**src/rtl/ulpi_tx_pkg.sv**
```systemverilog
package ulpi_tx_pkg;
  localparam int unsigned BYTE_W  = 8;
  localparam int unsigned PID_W   = 4;
  localparam int unsigned TAG_W   = BYTE_W - PID_W;
  localparam logic [TAG_W-1:0]  PID_CMD_TAG = 4'b0100;
  localparam logic [BYTE_W-1:0] CMD_IDLE    = '0;

  typedef enum logic [2:0] {
    TX_IDLE,
    TX_BODY,
    TX_STOP,
    TX_WAIT,
    TX_DRAIN
  } tx_state_e;

  typedef enum logic [1:0] {
    SEL_IDLE,
    SEL_CMD,
    SEL_DATA
  } bus_sel_e;
endpackage

```
**src/rtl/ulpi_bus_owner.sv**
```systemverilog
module ulpi_bus_owner #(
  parameter int unsigned BYTE_W = ulpi_tx_pkg::BYTE_W
) (
  input  logic              clk_i,
  input  logic              rst_ni,
  input  logic              dir_i,
  output logic              own_o,
  output logic [BYTE_W-1:0] oe_o
);
  logic dir_q;
  logic turn;

  // PHY owns the bus out of reset
  always_ff @(posedge clk_i or negedge rst_ni) begin
    if (!rst_ni) dir_q <= 1'b1;
    else         dir_q <= dir_i;
  end

  assign turn  = dir_i ^ dir_q;
  assign own_o = ~dir_i & ~turn;
  assign oe_o  = {BYTE_W{own_o}};

  assert_no_drive_on_release_R2: assert property (@(posedge clk_i) disable iff (!rst_ni)
    $fell(dir_i) |-> (oe_o == '0));
endmodule

```
**src/rtl/ulpi_tx_seq.sv**
```systemverilog
module ulpi_tx_seq
  import ulpi_tx_pkg::*;
(
  input  logic      clk_i,
  input  logic      rst_ni,
  input  logic      own_i,
  input  logic      dir_i,
  input  logic      valid_i,
  input  logic      last_i,
  input  logic      nxt_i,
  output logic      ready_o,
  output logic      stp_o,
  output logic      abort_o,
  output bus_sel_e  sel_o,
  output tx_state_e state_o
);
  tx_state_e state_q, state_d;

  always_ff @(posedge clk_i or negedge rst_ni) begin
    if (!rst_ni) state_q <= TX_IDLE;
    else         state_q <= state_d;
  end

  always_comb begin
    state_d = state_q;
    ready_o = 1'b0;
    stp_o   = 1'b0;
    abort_o = 1'b0;
    sel_o   = SEL_IDLE;
    case (state_q)
      TX_IDLE: begin
        if (own_i && valid_i) begin
          sel_o = SEL_CMD;
          if (nxt_i) begin
            ready_o = 1'b1;
            state_d = last_i ? TX_STOP : TX_BODY;
          end
        end
      end
      TX_BODY: begin
        if (dir_i) begin
          abort_o = 1'b1;
          state_d = TX_DRAIN;
        end else begin
          sel_o = SEL_DATA;
          if (own_i && valid_i && nxt_i) begin
            ready_o = 1'b1;
            if (last_i) state_d = TX_STOP;
          end
        end
      end
      TX_STOP: begin
        if (dir_i) begin
          abort_o = 1'b1;
          state_d = TX_IDLE;
        end else if (own_i) begin
          stp_o   = 1'b1;
          state_d = TX_WAIT;
        end
      end
      TX_WAIT: begin
        if (dir_i) state_d = TX_IDLE;
      end
      TX_DRAIN: begin
        ready_o = valid_i;
        if (valid_i && last_i) state_d = TX_IDLE;
      end
      default: state_d = TX_IDLE;
    endcase
  end

  assign state_o = state_q;

  assert_stp_one_cycle_R6: assert property (@(posedge clk_i) disable iff (!rst_ni)
    stp_o |=> !stp_o);
  assert_abort_pulse_R8: assert property (@(posedge clk_i) disable iff (!rst_ni)
    abort_o |=> !abort_o);
  assert_abort_no_stp_R8: assert property (@(posedge clk_i) disable iff (!rst_ni)
    abort_o |-> !stp_o);
  assert_ready_needs_bus_R10: assert property (@(posedge clk_i) disable iff (!rst_ni)
    (ready_o && state_q != TX_DRAIN) |-> own_i);
  assert_wait_no_start_R7: assert property (@(posedge clk_i) disable iff (!rst_ni)
    (state_q == TX_WAIT) |-> !ready_o);
endmodule

```
**src/rtl/ulpi_tx_mux.sv**
```systemverilog
module ulpi_tx_mux
  import ulpi_tx_pkg::*;
(
  input  logic              own_i,
  input  bus_sel_e          sel_i,
  input  logic [BYTE_W-1:0] byte_i,
  output logic [BYTE_W-1:0] data_o
);
  always_comb begin
    data_o = CMD_IDLE;
    if (own_i) begin
      case (sel_i)
        SEL_CMD:  data_o = {PID_CMD_TAG, byte_i[PID_W-1:0]};
        SEL_DATA: data_o = byte_i;
        default:  data_o = CMD_IDLE;
      endcase
    end
  end
endmodule

```
**src/rtl/ulpi_link_tx.sv**
```systemverilog
module ulpi_link_tx
  import ulpi_tx_pkg::*;
(
  input  logic              clk_i,
  input  logic              rst_ni,
  input  logic [BYTE_W-1:0] s_data_i,
  input  logic              s_valid_i,
  input  logic              s_last_i,
  output logic              s_ready_o,
  input  logic              ulpi_dir_i,
  input  logic              ulpi_nxt_i,
  output logic [BYTE_W-1:0] ulpi_data_o,
  output logic [BYTE_W-1:0] ulpi_data_oe_o,
  output logic              ulpi_stp_o,
  output logic              abort_o
);
  logic      own;
  bus_sel_e  sel;
  tx_state_e state;

  ulpi_bus_owner #(.BYTE_W(BYTE_W)) u_owner (
    .clk_i  (clk_i),
    .rst_ni (rst_ni),
    .dir_i  (ulpi_dir_i),
    .own_o  (own),
    .oe_o   (ulpi_data_oe_o)
  );

  ulpi_tx_seq u_seq (
    .clk_i   (clk_i),
    .rst_ni  (rst_ni),
    .own_i   (own),
    .dir_i   (ulpi_dir_i),
    .valid_i (s_valid_i),
    .last_i  (s_last_i),
    .nxt_i   (ulpi_nxt_i),
    .ready_o (s_ready_o),
    .stp_o   (ulpi_stp_o),
    .abort_o (abort_o),
    .sel_o   (sel),
    .state_o (state)
  );

  ulpi_tx_mux u_mux (
    .own_i  (own),
    .sel_i  (sel),
    .byte_i (s_data_i),
    .data_o (ulpi_data_o)
  );

  assert_stp_carries_idle_R6: assert property (@(posedge clk_i) disable iff (!rst_ni)
    ulpi_stp_o |-> (ulpi_data_o == CMD_IDLE && ulpi_data_oe_o == '1));
  assert_cmd_tag_R4: assert property (@(posedge clk_i) disable iff (!rst_ni)
    (state == TX_IDLE && s_valid_i && ulpi_data_oe_o == '1)
      |-> (ulpi_data_o[BYTE_W-1:PID_W] == PID_CMD_TAG));
  assert_released_bus_quiet_R2: assert property (@(posedge clk_i) disable iff (!rst_ni)
    (ulpi_data_oe_o == '0) |-> (ulpi_data_o == '0 && !ulpi_stp_o));
endmodule

```
**config.mk**
```make
export PLATFORM = sky130hd
export DESIGN_NAME = ulpi_link_tx
export DESIGN_NICKNAME = d
export VERILOG_FILES = /design/src/rtl/ulpi_tx_pkg.sv /design/src/rtl/ulpi_bus_owner.sv /design/src/rtl/ulpi_tx_seq.sv /design/src/rtl/ulpi_tx_mux.sv /design/src/rtl/ulpi_link_tx.sv
export SDC_FILE = /design/constraint.sdc
export NUM_CORES = 1
export LEC_CHECK = 0
export BUFFER_PORTS_ARGS = -buffer_cell sky130_fd_sc_hd__buf_4
export CELL_PAD_IN_SITES_DETAIL_PLACEMENT = 1
export CELL_PAD_IN_SITES_GLOBAL_PLACEMENT = 1
export CORE_MARGIN = 2
export CORE_UTILIZATION = 29
export CTS_CLUSTER_SIZE = 25
export DETAILED_ROUTE_END_ITERATION = 16
export PLACE_DENSITY_LB_ADDON = 0.12
export SYNTH_ARGS = -nofsm -noshare
export SYNTH_HDL_FRONTEND = slang
export SYNTH_SLANG_ARGS = --single-unit
export TNS_END_PERCENT = 5
```
**constraint.sdc**
```tcl
create_clock -name clk_i -period 5.1 [get_ports clk_i]
set_clock_uncertainty 0.1 [all_clocks]
set_input_delay 0.51 -clock clk_i [delete_from_list [all_inputs] [get_ports clk_i]]
set_output_delay 0.51 -clock clk_i [all_outputs]
set_load 0.01 [all_outputs]
```
==> metrics <==
outcome finished, final reports clean; maximum VDD drop 180 uV; dpl hpwl 1010 um; Initial DRC Count 4; Comb pwr share 45.5%; mux contribution to synthesized area 1.99%; Synth Area in Compound Gates 18.1%; sw frac 38.9%; P per Cell Area 252 mW/mm2; mean cell area of the mapped netlist 7.76 um2; adder-cell area share of the yosys netlist 7.44%; worst-path fanout max 13; Starting Density 29.9%; DRT Wirelength 1270 um; Hold Startpoint ulpi_dir_i; most frequent cells in the layout buf_4 (32), a21oi_1 (8), and2_1 (7); LEAKAGE 0.000384 uW; sequential share of power 31.3%; remaining routing DRC violations 0; largest net degree at the start of global routing 14; drt pass-1 iters 4; Final Slew Violations 0; Synth Area in Simple Gates 32.3%; Reg2Reg Depth 4; GR Util All Layers 13.0%; GP Congestion 0.676; first-pass GRT wire length 1970 um; TNS Setup 0 ns; commonest non-fill, non-tap cell in the layout buf_4; CORE AREA 0.00169 mm2; Clk pwr share 23.2%; Crit Path Category register to output port; initial antenna violation count 0; Die Area 0.00209 mm2; Die Wd 45.7 um; endpoints failing setup 0; Area Growth Syn to Fin 43.7%; CTS Buffer Depth 2; WP data required 4.49 ns; std cell rows 15; fmax 350 MHz; vias in the first global route 458; #FFs+latches synth 4; Setup crit start kind register; IO Count 33; NetSw 71.0 uW; RSZ-0062 raised after global routing false; FF-to-FF Start u_owner.dir_q; Worst-Margin Slew 0.394 ns; Clock Latency Late Sink 0.23 ns; Yosys Warn Count 0; WL per Instance 11.8 um; htree depth 1; P_int 112 uW; HP Class primary input to register; cell depth of the worst hold path 1; CTS root buffer clkbuf_4; Synth Instances 65; Mapped Area 504 um2; slew margin rel. 73.7%; crit path DAT 2.25 ns; Buffers on Ports 32; TritonCTS Buffers 3; Seq/Total Area, Yosys 20.1%; CP endpoint kind output port; FF-to-FF setup slack 3.71 ns; Placed Instances 103; hold path endpoint u_owner.dir_q; combinational family with the most area after synthesis simple AND/OR/NAND/NOR gates; share of layout cells above drive strength 1 44.0%; nets 109; R2R Path End u_seq.state_o[0]; post-route ant nets 0; Clock Sinks 4; vias post-DR 536; Final Hold Fails 0; final cell count without fillers 108; Die Span Y 45.7 um; Post-Syn Nets 82; diode count 0; Final min period 2.86 ns; drt via density 4.96; PostCTS Resize Cnt 0; XOR/XNOR Fraction of Synth Area 1.74%; post-synthesis cell type count 24; Clock transition at path regs 0.04 ns; grt ovf 0; Final period util 56.0%; CTS tree yes; max_cap viols 0
cells in the mapped netlist, drive strengths merged:
cell type / n / area share (%)
a21oi: 8 / 7.9
and2: 7 / 8.7
o22a: 1 / 1.7
o21ai: 1 / 0.99
xor2: 1 / 1.7
a41o: 1 / 2.0
or2: 1 / 1.2
nand2b: 2 / 2.5
and3: 5 / 6.2
nand2: 2 / 1.5
dfstp: 1 / 5.2
mux2i: 1 / 2.0
o31ai: 1 / 2.5
inv: 4 / 3.0
ha: 3 / 7.4
o211ai: 2 / 3.0
nor2: 6 / 6.0
dfrtp: 3 / 15
nor4: 3 / 5.0
nor2b: 1 / 1.2
buf: 11 / 15
worst max-delay path, stage by stage, from the launching register on:
cell and delay (ns):
dfrtp_1 0.51, nor4_1 0.37, and2_1 0.23, ha_1 0.26, nor4_2 0.35, and2_1 0.18
buf_4 0.12
sequential cells by signal, indices dropped and copies added (netlist names):
| name | count |
|---|---|
| u_owner.dir_q | 1 |
| u_seq.state_o | 3 |
timing repair:
action / in CTS / in global routing
hold endpoints to repair: 3 / 0
hold buffers: 1 / 0
setup buffers: 0 / 0
layout make-up:
cell class | count | area [um2]
multi-input cells | 46 | 310
well taps | 17 | 21.3
flip-flops and latches | 4 | 101
repair buffers | 33 | 250
inverters | 4 | 15.0
fillers | 216 | 965
clock buffers | 4 | 26.3
metal layers:
| metal | share of wire (%) | GRT usage [%] | vias up |
|---|---|---|---|
| li1 | - | - | 265 |
| met1 | 49 | 17.9 | 251 |
| met2 | 45 | 19.2 | 20 |
| met3 | 6.1 | 2.38 | 0 |
| met4 | 0 | 6.86 | 0 |
| met5 | 0 | 0 | - |
power groups by stage:
stage          sequential (uW)  combinational [uW]  clock [uW]
2_1_floorplan             44.5                69.5           0
3_3_place_gp              57.5                82.8           0
3_5_place_dp              57.1                83.7           0
4_1_cts                   56.7                84.7        45.2
5_1_grt                   59.0                95.0        45.3
6_report                  57.2                83.1        42.4
cells by family after synthesis:
family / count (synthesis)
adders and majority gates: 3
and+or+nand+nor: 27
DFF: 4
buffers and inverters: 15
AOI/OAI and AO/OA: 14
xor gates and xnor gates: 1
muxes: 1
worst max path at each step:
stage,start,end
global route,u_seq.state_o[0],ulpi_data_o[3]
global placement,ulpi_dir_i,ulpi_data_o[3]
detailed placement,ulpi_dir_i,ulpi_data_o[2]
floorplan,ulpi_dir_i,ulpi_data_o[0]
CTS,u_seq.state_o[0],ulpi_data_o[2]
finish,u_seq.state_o[0],ulpi_data_o[2]
stage by stage:
stage / utilization, % / instance area, um2 / total power (uW) / hold slack [ns] / setup slack (ns)
3_5_place_dp: 40.7 / 688 / 141 / 0.206 / 2.33
3_3_place_gp: 40.7 / 688 / 140 / 0.206 / 2.37
6_report: 42.9 / 724 / 183 / 0.358 / 2.24
2_1_floorplan: - / 504 / 114 / 0.114 / 2.56
4_1_cts: 42.9 / 724 / 187 / 0.348 / 2.21
5_1_grt: 42.9 / 724 / 199 / 0.358 / 2.04
(Power assumes the default switching activity.)
